$ cat src/rtl/sine_osc_pkg.sv
package sine_osc_pkg;
  localparam int NUM_CH   = 2;
  localparam int CH_IDX_W = (NUM_CH > 1) ? $clog2(NUM_CH) : 1;

  // strobes sent from control to datapath each cycle
  typedef struct packed {
    logic                load;
    logic                mulEn;
    logic                commit;
    logic [CH_IDX_W-1:0] chSel;
  } oscStrobe_t;
endpackage

$ cat src/rtl/sine_osc_ctrl.sv
module sine_osc_ctrl
  import sine_osc_pkg::*;
(
  input  logic       clk,
  input  logic       rstN,
  input  logic       loadStb,
  input  logic       startStb,
  input  logic       tick,
  output oscStrobe_t strobe,
  output logic       running
);
  localparam logic [CH_IDX_W-1:0] LAST_CH = CH_IDX_W'(NUM_CH - 1);

  logic                runQ;
  logic                busyQ;
  logic [CH_IDX_W-1:0] chCnt;

  always_ff @(posedge clk) begin
    if (!rstN) begin
      runQ  <= 1'b0;
      busyQ <= 1'b0;
      chCnt <= '0;
    end else if (loadStb) begin
      runQ  <= 1'b0;
      busyQ <= 1'b0;
      chCnt <= '0;
    end else begin
      if (busyQ) begin
        if (chCnt == LAST_CH) begin
          busyQ <= 1'b0;
          chCnt <= '0;
        end else begin
          chCnt <= chCnt + 1'b1;
        end
      end else if (tick && runQ) begin
        busyQ <= 1'b1;
        chCnt <= '0;
      end
      if (startStb) runQ <= 1'b1;
    end
  end

  always_comb begin
    strobe.load   = loadStb;
    strobe.mulEn  = busyQ && !loadStb;
    strobe.chSel  = chCnt;
    strobe.commit = busyQ && !loadStb && (chCnt == LAST_CH);
  end

  assign running = runQ;
endmodule

$ cat src/rtl/sine_osc_dp.sv
module sine_osc_dp
  import sine_osc_pkg::*;
#(
  parameter int DATA_W    = 16,
  parameter int COEF_W    = 16,
  parameter int COEF_FRAC = 14
) (
  input  logic                     clk,
  input  logic                     rstN,
  input  oscStrobe_t               strobe,
  input  logic signed [COEF_W-1:0] coefIn,
  input  logic signed [DATA_W-1:0] seedNew [NUM_CH],
  input  logic signed [DATA_W-1:0] seedOld [NUM_CH],
  output logic signed [DATA_W-1:0] sampleOut [NUM_CH],
  output logic                     validOut
);
  localparam int PROD_W = COEF_W + DATA_W;
  localparam int ACC_W  = PROD_W + 2;
  localparam longint MAX_L = (64'sd1 <<< (DATA_W - 1)) - 1;
  localparam logic signed [ACC_W-1:0] SAT_HI = ACC_W'(MAX_L);
  localparam logic signed [ACC_W-1:0] SAT_LO = ACC_W'(-MAX_L - 1);
  localparam logic signed [ACC_W-1:0] RND_C  = ACC_W'(64'sd1 <<< (COEF_FRAC - 1));

  logic signed [COEF_W-1:0] coefQ;
  logic signed [DATA_W-1:0] newVec [NUM_CH];
  logic signed [DATA_W-1:0] oldVec [NUM_CH];
  logic signed [DATA_W-1:0] selNew, selOld, satOut;
  logic signed [PROD_W-1:0] prod;
  logic signed [ACC_W-1:0]  acc, rnd;
  logic                     validQ;

  always_ff @(posedge clk) begin
    if (!rstN)            coefQ <= '0;
    else if (strobe.load) coefQ <= coefIn;
  end

  // shared multiplier, one channel per cycle
  always_comb begin
    selNew = newVec[strobe.chSel];
    selOld = oldVec[strobe.chSel];
    prod   = coefQ * selNew;
    acc    = ACC_W'(prod) - (ACC_W'(selOld) <<< COEF_FRAC);
    rnd    = (acc + RND_C) >>> COEF_FRAC;
    if (rnd > SAT_HI)      satOut = DATA_W'(SAT_HI);
    else if (rnd < SAT_LO) satOut = DATA_W'(SAT_LO);
    else                   satOut = DATA_W'(rnd);
  end

  for (genvar g = 0; g < NUM_CH; g++) begin : g_ch
    logic signed [DATA_W-1:0] yNew, yOld, resHold;
    logic                     selHit;
    assign selHit = (strobe.chSel == CH_IDX_W'(g));

    always_ff @(posedge clk) begin
      if (!rstN) begin
        yNew    <= '0;
        yOld    <= '0;
        resHold <= '0;
      end else if (strobe.load) begin
        yNew <= seedNew[g];
        yOld <= seedOld[g];
      end else if (strobe.commit) begin
        yOld <= yNew;
        yNew <= selHit ? satOut : resHold;
      end else if (strobe.mulEn && selHit) begin
        resHold <= satOut;
      end
    end

    assign newVec[g]    = yNew;
    assign oldVec[g]    = yOld;
    assign sampleOut[g] = yNew;
  end

  always_ff @(posedge clk) begin
    if (!rstN) validQ <= 1'b0;
    else       validQ <= strobe.commit;
  end
  assign validOut = validQ;
endmodule

$ cat src/rtl/dual_sine_osc.sv
module dual_sine_osc
  import sine_osc_pkg::*;
#(
  parameter int DATA_W    = 16,
  parameter int COEF_W    = 16,
  parameter int COEF_FRAC = 14
) (
  input  logic                     clk,
  input  logic                     rstN,
  input  logic                     loadStb,
  input  logic                     startStb,
  input  logic                     tick,
  input  logic signed [COEF_W-1:0] coefIn,
  input  logic signed [DATA_W-1:0] seedANew,
  input  logic signed [DATA_W-1:0] seedAOld,
  input  logic signed [DATA_W-1:0] seedBNew,
  input  logic signed [DATA_W-1:0] seedBOld,
  output logic signed [DATA_W-1:0] sampleA,
  output logic signed [DATA_W-1:0] sampleB,
  output logic                     sampleValid,
  output logic                     running
);
  oscStrobe_t               strobe;
  logic signed [DATA_W-1:0] seedNewVec [NUM_CH];
  logic signed [DATA_W-1:0] seedOldVec [NUM_CH];
  logic signed [DATA_W-1:0] outVec     [NUM_CH];

  assign seedNewVec[0] = seedANew;
  assign seedNewVec[1] = seedBNew;
  assign seedOldVec[0] = seedAOld;
  assign seedOldVec[1] = seedBOld;

  sine_osc_ctrl u_ctrl (
    .clk(clk), .rstN(rstN), .loadStb(loadStb), .startStb(startStb),
    .tick(tick), .strobe(strobe), .running(running)
  );

  sine_osc_dp #(.DATA_W(DATA_W), .COEF_W(COEF_W), .COEF_FRAC(COEF_FRAC)) u_dp (
    .clk(clk), .rstN(rstN), .strobe(strobe), .coefIn(coefIn),
    .seedNew(seedNewVec), .seedOld(seedOldVec),
    .sampleOut(outVec), .validOut(sampleValid)
  );

  assign sampleA = outVec[0];
  assign sampleB = outVec[1];
endmodule

$ cat config.mk
export PLATFORM = sky130hd
export DESIGN_NAME = dual_sine_osc
export DESIGN_NICKNAME = d
export VERILOG_FILES = /design/src/rtl/sine_osc_pkg.sv /design/src/rtl/sine_osc_ctrl.sv /design/src/rtl/sine_osc_dp.sv /design/src/rtl/dual_sine_osc.sv
export SDC_FILE = /design/constraint.sdc
export NUM_CORES = 1
export LEC_CHECK = 0
export BUFFER_PORTS_ARGS = -buffer_cell sky130_fd_sc_hd__clkbuf_2
export CAP_MARGIN = 40
export CORE_ASPECT_RATIO = 0.9
export CORE_MARGIN = 2
export CORE_UTILIZATION = 40
export CTS_BUF_LIST = sky130_fd_sc_hd__clkbuf_8
export DETAILED_ROUTE_END_ITERATION = 8
export GPL_ROUTABILITY_DRIVEN = 1
export MAX_ROUTING_LAYER = met4
export PLACE_DENSITY = 0.61
export SETUP_SLACK_MARGIN = 0.15
export SLEW_MARGIN = 30
export SYNTH_ARGS = -nofsm -noshare
export SYNTH_HDL_FRONTEND = slang
export SYNTH_SLANG_ARGS = --single-unit
$ cat constraint.sdc
create_clock -name clk -period 13.6 [get_ports clk]
set_input_delay 0.68 -clock clk [delete_from_list [all_inputs] [get_ports clk]]
set_output_delay 0.68 -clock clk [all_outputs]
set_load 0.02 [all_outputs]
== Word-level counts from Yosys, hierarchy flattened ==
Index checks and enable logic that the tools add are counted.
Storage, ports and cells
  register bits: 100
Cells by class
  add/sub/neg operators: 3
  mux-type cells: 24
  magnitude comparators: 3
  multipliers: 1
  reduce and logical (&&, ||, !) cells: 9
  bitwise logic cells: 5
Operators by type and width (number)
  two-way mux 16 bit: 18
  adder 33 x 15 -> 34 bit (second input constant): 1
  subtractor 32 x 30 -> 33 bit: 1
  multiplier 16 x 16 -> 32 bit: 1
  > comparator 20 x 16 -> 1 bit (second input constant): 1
  < comparator 20 x 16 -> 1 bit (second input constant): 1
  two-way mux 1 bit: 6
  logical AND 1 bit: 4
  NOT 1 bit: 4
  nonzero test 2 bit: 2
  AND reduction 3 bit: 1
  >= comparator 2 bit (second input constant): 1
  NOT 1 -> 2 bit: 1
  OR reduction 2 bit: 1
  adder 1 bit (second input constant): 1
  zero test 1 bit: 1

== Longest topological paths before layout ==
  depth after elaboration: 13
  mapped depth: 32
  gate-level depth less buffers: 26

== Cells and area by module ==
From an unflattened synthesis, not the netlist that was laid out.
Unflattened totals
  cells, all modules: 1759
  area, all modules: 16056.6 um^2
Modules (own cells, without submodules)
  sine_osc_dp: area each 15911.5 um^2, instances 1, cells an instance 1743
  sine_osc_ctrl: area each 145.1 um^2, instances 1, cells an instance 16

== Least setup slack after synthesis ==
OpenSTA, ideal clock, no wires.
  path type: register -> register
  start point: reg u_ctrl.chCnt
  end point: reg u_dp.g_ch[0].resHold[10]
  arrival time: 7.448 ns
  clock period less this slack: 7.576 ns
  path buffers: 5
  stages on the path, launching flop included: 29
  path slack: 6.024 ns
  data required time: 13.472 ns
  cell sequence: dfxtp_1 -> buf_4 -> clkbuf_1 -> mux2_2 -> clkbuf_1 -> nand2_1 -> inv_1 -> fa_1 -> inv_1 -> fa_1 -> inv_1 -> fa_1 -> fa_1 -> fa_1 -> inv_1 -> fa_1 -> inv_1 -> ha_1 -> clkbuf_1 -> nand4_1 -> nor3_1 -> o31ai_2 -> a21o_1 -> a31oi_1 -> xor2_1 -> o41a_1 -> buf_6 -> a21oi_2 -> a21oi_1
Between the ends
  word-level cells in the longest chain between the ends: 10
  elaborated cells on any way between the ends: 19
  classes of those cells: 2 x add/sub; 1 x mul; 2 x order compare; 8 x mux; 3 x bitwise; 3 x reduce/logical
RTL lines
  from (decl): line sine_osc_ctrl.sv:16  | logic [CH_IDX_W-1:0] chCnt;
  from (signal assigned): line sine_osc_ctrl.sv:33  | chCnt <= chCnt + 1'b1;
  NOT 1 -> 2 bit (not written as such): line sine_osc_dp.sv:39, sine_osc_dp.sv:40
  two-way mux 16 bit (not written as such) (3 in series): line sine_osc_dp.sv:39  | selNew = newVec[strobe.chSel];
  multiplier 16 x 16 -> 32 bit: line sine_osc_dp.sv:41  | prod = coefQ * selNew;
  subtractor 32 x 30 -> 33 bit: line sine_osc_dp.sv:42  | acc = ACC_W'(prod) - (ACC_W'(selOld) <<< COEF_FRAC);
  adder 33 x 15 -> 34 bit: line sine_osc_dp.sv:43  | rnd = (acc + RND_C) >>> COEF_FRAC;
  < comparator 20 x 16 -> 1 bit: line sine_osc_dp.sv:45  | else if (rnd < SAT_LO) satOut = DATA_W'(SAT_LO);
  two-way mux 16 bit: line sine_osc_dp.sv:45
  two-way mux 16 bit: line sine_osc_dp.sv:44  | if (rnd > SAT_HI) satOut = DATA_W'(SAT_HI);
  to (signal assigned): line sine_osc_dp.sv:66  | resHold <= satOut;
  to (decl): line sine_osc_dp.sv:50  | logic signed [DATA_W-1:0] yNew, yOld, resHold;
Several ways; a longest one is shown, not always the timed one. The select of a mux whose other input is x is not followed.
A chain may end at the register's enable or synchronous reset.

== Worst setup path after layout ==
  start point: reg u_ctrl.chCnt
  end point: reg u_dp.g_ch[1].yNew[4]
Between the ends
  word-level cells in the longest chain between the ends: 13
  elaborated cells on any way between the ends: 19
  classes of those cells: 2 x add/sub; 1 x mul; 2 x order compare; 11 x mux; 1 x bitwise; 2 x reduce/logical
RTL lines
  NOT 1 -> 2 bit (not written as such): line sine_osc_dp.sv:39, sine_osc_dp.sv:40
  two-way mux 16 bit (not written as such) (3 in series): line sine_osc_dp.sv:39
  multiplier 16 x 16 -> 32 bit: line sine_osc_dp.sv:41
  subtractor 32 x 30 -> 33 bit: line sine_osc_dp.sv:42
  adder 33 x 15 -> 34 bit: line sine_osc_dp.sv:43
  < comparator 20 x 16 -> 1 bit: line sine_osc_dp.sv:45
  two-way mux 16 bit: line sine_osc_dp.sv:45
  two-way mux 16 bit: line sine_osc_dp.sv:44
  two-way mux 16 bit: line sine_osc_dp.sv:64  | yNew <= selHit ? satOut : resHold;
  two-way mux 16 bit: line sine_osc_dp.sv:62  | end else if (strobe.commit) begin
  two-way mux 16 bit: line sine_osc_dp.sv:59  | end else if (strobe.load) begin
  to (signal assigned): line sine_osc_dp.sv:60  | yNew <= seedNew[g];
  to (signal assigned): line sine_osc_dp.sv:64
  to (decl): line sine_osc_dp.sv:50
Several ways; a longest one is shown, not always the timed one. The select of a mux whose other input is x is not followed.

==> flow_metrics.py <==
metrics = {
    "drt": {
        "via_per_inst": 5.12,
        "wirelength_mm": 39.5,
        "drc": 0,
        "vias": 11100,
        "ant_nets": 0,
        "wl_per_cell_microns": 18.2,
        "dr.pass1.iters": 5,
        "drt_iter0_drc": 621,
    },
    "timing": {
        "fin_skew_ns": 0.0255,
        "hold_viol": 0,
        "drv_slew": 0,
        "min_period_ns": 8.55,
        "tightest_slew_ns": 0.851,
        "rsz0062_at_grt": "no",
        "maxSlewHeadroom_pct": 43.2,
        "tns_ns": 0,
        "setup_viol": 0,
        "post-route-period-util_pct": 62.9,
        "fmax_mhz": 117,
    },
    "clocking": {
        "cts_resized": 0,
        "clockBufferDepth": 2,
        "clock-sinks": 100,
        "clock_latency_ns": 0.44,
        "clkTransAtPathRegs_ns": 0.11,
        "postCtsHoldBufs": 0,
        "cts_root_buf": "clkbuf_8",
        "cts_made_buffers": 9,
        "htreeDepth": 3,
        "cts_tree": "done",
        "cts_setup_buffers": 0,
    },
    "pwr": {
        "power_density_nw_per_um2": 121,
        "switching_share_pct": 53.5,
        "power_frac_clock_pct": 10.0,
        "irDropWorstVdd_uv": 125,
        "p_sw_uw": 1050,
        "p_int_uw": 909,
        "cellLeakagePower_uw": 0.00800,
        "power.share.sequential_pct": 17.1,
        "pwr-share-comb_pct": 72.9,
    },
    "worst_setup_path": {
        "path_cells": "mux2_2, nand2_1, inv_1, fa_1, inv_1, fa_1, inv_1, fa_1, fa_1, fa_1, inv_1, fa_1, inv_1, ha_1, nand4_1, nor3_1, o31ai_2, a21o_1, a31oi_1, xor2_1, a41o_1, a31oi_1, o21ai_1",
        "cpMaxStageDelayCell": "fa_1",
        "r2r-end": "u_dp.g_ch[1].yNew[4]$_SDFFE_PN0N_",
        "startpoint": "u_ctrl.chCnt$_SDFFE_PP0P_",
        "cp_max_fo": 18,
        "reg2reg_slack_ns": 5.05,
        "cp-endpoint": "u_dp.g_ch[1].yNew[4]$_SDFFE_PN0N_",
        "worstPathRequired_ns": 13.95,
        "cp-end-kind": "flip-flop",
        "regToRegStartpoint": "u_ctrl.chCnt$_SDFFE_PP0P_",
        "cpMostUsedCell": "fa_1",
        "cp_slowest_stage_delay_ns": 0.73,
        "criticalPathCategory": "reg2reg",
        "crit_arrival_ns": 8.91,
        "cp.depth": 23,
        "cp_num_buf_inv": 5,
        "worstSetupStartpointType": "flip-flop",
        "crit_family": "adder cells",
        "rr_worst_depth": 23,
    },
    "hold_path": {
        "hold_path_startpoint": "startStb",
        "min-delay-path-class": "in2reg",
        "hold_depth": 3,
    },
    "logic_synthesis": {
        "syn-cell-area_sq_um": 14900,
        "synth_top_area_share_pct": 39.7,
        "yosysTopAreaCell": "fa_1",
        "synth.top_cells.by_area": "fa_1, dfxtp_1, inv_1",
        "ys_seq_elements": 100,
        "synthCells": 1611,
        "yosysUniqueCellTypes": 57,
        "synth_edf_count": 0,
        "async_flop_share_pct": 0,
        "syn_nets": 2060,
        "synth-main-ff-cell": "dfxtp_1",
        "syn_area_per_cell_sq_um": 9.25,
        "synth_warnings": 0,
        "yosysSeqAreaShare_pct": 13.4,
    },
    "final_layout": {
        "fill_cells": 3610,
        "area_growth_pct": 8.32,
        "stdcell_area_sq_um": 16100,
        "nets": 2126,
        "final_layout_size_suffix_gt1_share_pct": 10.9,
    },
    "place": {
        "dpl_cell_area_sq_um": 15900,
        "dp_hpwl_mm": 31.4,
        "gp_congestion": 0.921,
        "numPortBuffers": 118,
    },
    "global_route": {
        "grt-ovfl-total": 0,
        "grt_pass1_vias": 12200,
        "grt_util_all_layers_pct": 22.1,
        "grt_start_max_net_pins": 85,
        "grt_pass1_wl_mm": 65.3,
        "antenna_found_initial": 0,
    },
    "floorplanning": {
        "rows": 67,
        "fp.dieH_microns": 187,
        "die-area_sq_um": 38800,
        "dieWidth_microns": 207,
        "io_pins": 119,
        "initial_core_util_pct": 40.3,
        "core_sq_um": 37000,
    },
    "run": {
        "cap_violations": 0,
    },
    "outcome": {
        "status": "finished, final reports clean",
    },
}
-- layout by cell type, fill, tap and decap left out, drive strengths merged, types with 5 or more instances in the layout --
cell type / Yosys / final
and2: 83 / 83
clkbuf: 68 / 127
mux2: 11 / 11
xor2: 9 / 9
nand2: 189 / 189
mux2i: 85 / 85
nor2b: 101 / 101
a21oi: 49 / 49
nand3: 8 / 8
nand4: 6 / 6
nor2: 26 / 26
xnor2: 15 / 15
dfxtp: 100 / 100
a22oi: 13 / 13
ha: 69 / 69
a21o: 11 / 11
a211oi: 5 / 5
fa: 295 / 295
inv: 298 / 301
and3: 6 / 6
nand2b: 13 / 13
buf: 14 / 20
o21ai: 93 / 93
-- cell families (layout without fill, tap and decap cells) --
group	count (synthesis)	after routing	share of synthesized area (%)
adders and majority gates	364	364	45.4
buffers and inverters	380	450	9.75
AOI/OAI and AO/OA	201	201	8.28
muxes	96	96	6.57
xor gates and xnor gates	24	24	1.41
other	0	1	0
DFF	100	100	13.4
and+or+nand+nor	446	446	15.1
-- cells in the mapped netlist, types with 2 or more instances --
master    instances
inv_1           298
fa_1            295
nand2_1         189
nor2b_1         101
dfxtp_1         100
mux2i_1          85
and2_1           83
o21ai_0          74
ha_1             69
clkbuf_1         68
a21oi_1          39
nor2_1           26
o21ai_1          19
xnor2_1          15
a22oi_1          13
nand2b_1         13
a21o_1           11
a21oi_2          10
mux2_2           10
xor2_1            9
nand3_1           8
buf_1             7
and3_1            6
nand4_1           6
a211oi_1          4
nor3_1            4
o21a_1            4
a221oi_1          3
a31oi_1           3
buf_2             3
or2_2             3
a41oi_1           2
and4_1            2
buf_4             2
buf_6             2
nor3b_1           2
o21bai_1          2
o41ai_1           2
-- metrics by stage --
stage          total power, uW  hold WS [ns]  setup WS [ns]  std cells  utilization [%]
4_1_cts                   1950         0.437           5.14       2161             43.5
3_3_place_gp              1710         0.480           5.22       2144             42.9
3_5_place_dp              1740         0.495           5.23       2146             43.0
6_report                  1960         0.458           5.05       2165             43.6
5_1_grt                   2150         0.452           4.46       2164             43.6
2_1_floorplan             1420         0.504           6.02       1611                -
-- flip-flops by register name (all words and copies together) (netlist names) --
name,cells
u_dp.g_ch.yNew,32
u_dp.g_ch.yOld,32
u_dp.coefQ,16
u_dp.g_ch.resHold,16
u_ctrl.busyQ,1
u_ctrl.chCnt,1
u_ctrl.running,1
u_dp.validOut,1
-- how the worst min path moves through the flow --
stage / end / slack [ns]
global placement: u_ctrl.running$_SDFFE_PP0P_ / 0.48
detailed placement: u_ctrl.running$_SDFFE_PP0P_ / 0.49
CTS: u_ctrl.running$_SDFFE_PP0P_ / 0.44
global route: u_ctrl.running$_SDFFE_PP0P_ / 0.45
floorplan: u_dp.g_ch[0].resHold[14]$_SDFFE_PN0P_ / 0.50
finish: u_ctrl.running$_SDFFE_PP0P_ / 0.46
-- cell type report --
class                           instances  area (sq um)  share of cell area, %
Antenna cell                            1          2.50                 0.0155
Timing Repair Buffer                  137           774                   4.80
Tap cell                              483           604                   3.75
Inverter                              298          1120                   6.93
Multi-Input combinational cell       1131         11400                   71.0
Clock inverter                          5          42.5                  0.264
Sequential cell                       100          2000                   12.4
Clock buffer                           10           138                  0.853
-- power by group through the flow --
stage	logic (uW)	registers, uW	clock network [uW]
after floorplan	1090	330	0
after global placement	1370	342	0
after detailed placement	1400	342	0
after CTS	1410	335	200
after global routing	1600	336	211
final	1430	334	196
-- worst min-delay path: stages --
cell      delay, ns
clkbuf_2       0.08
nor2_1         0.04
nor2_1         0.07
-- layer usage --
layer / track usage (%) / up-vias / share of wire [%]
li1: - / 5077 / -
met1: 27.5 / 5655 / 42
met2: 36.5 / 278 / 50
met3: 3.48 / 68 / 4.4
met4: 7.80 / 0 / 3.4
met5: - / - / 0
Note: power is estimated with default switching activity, not from simulation.
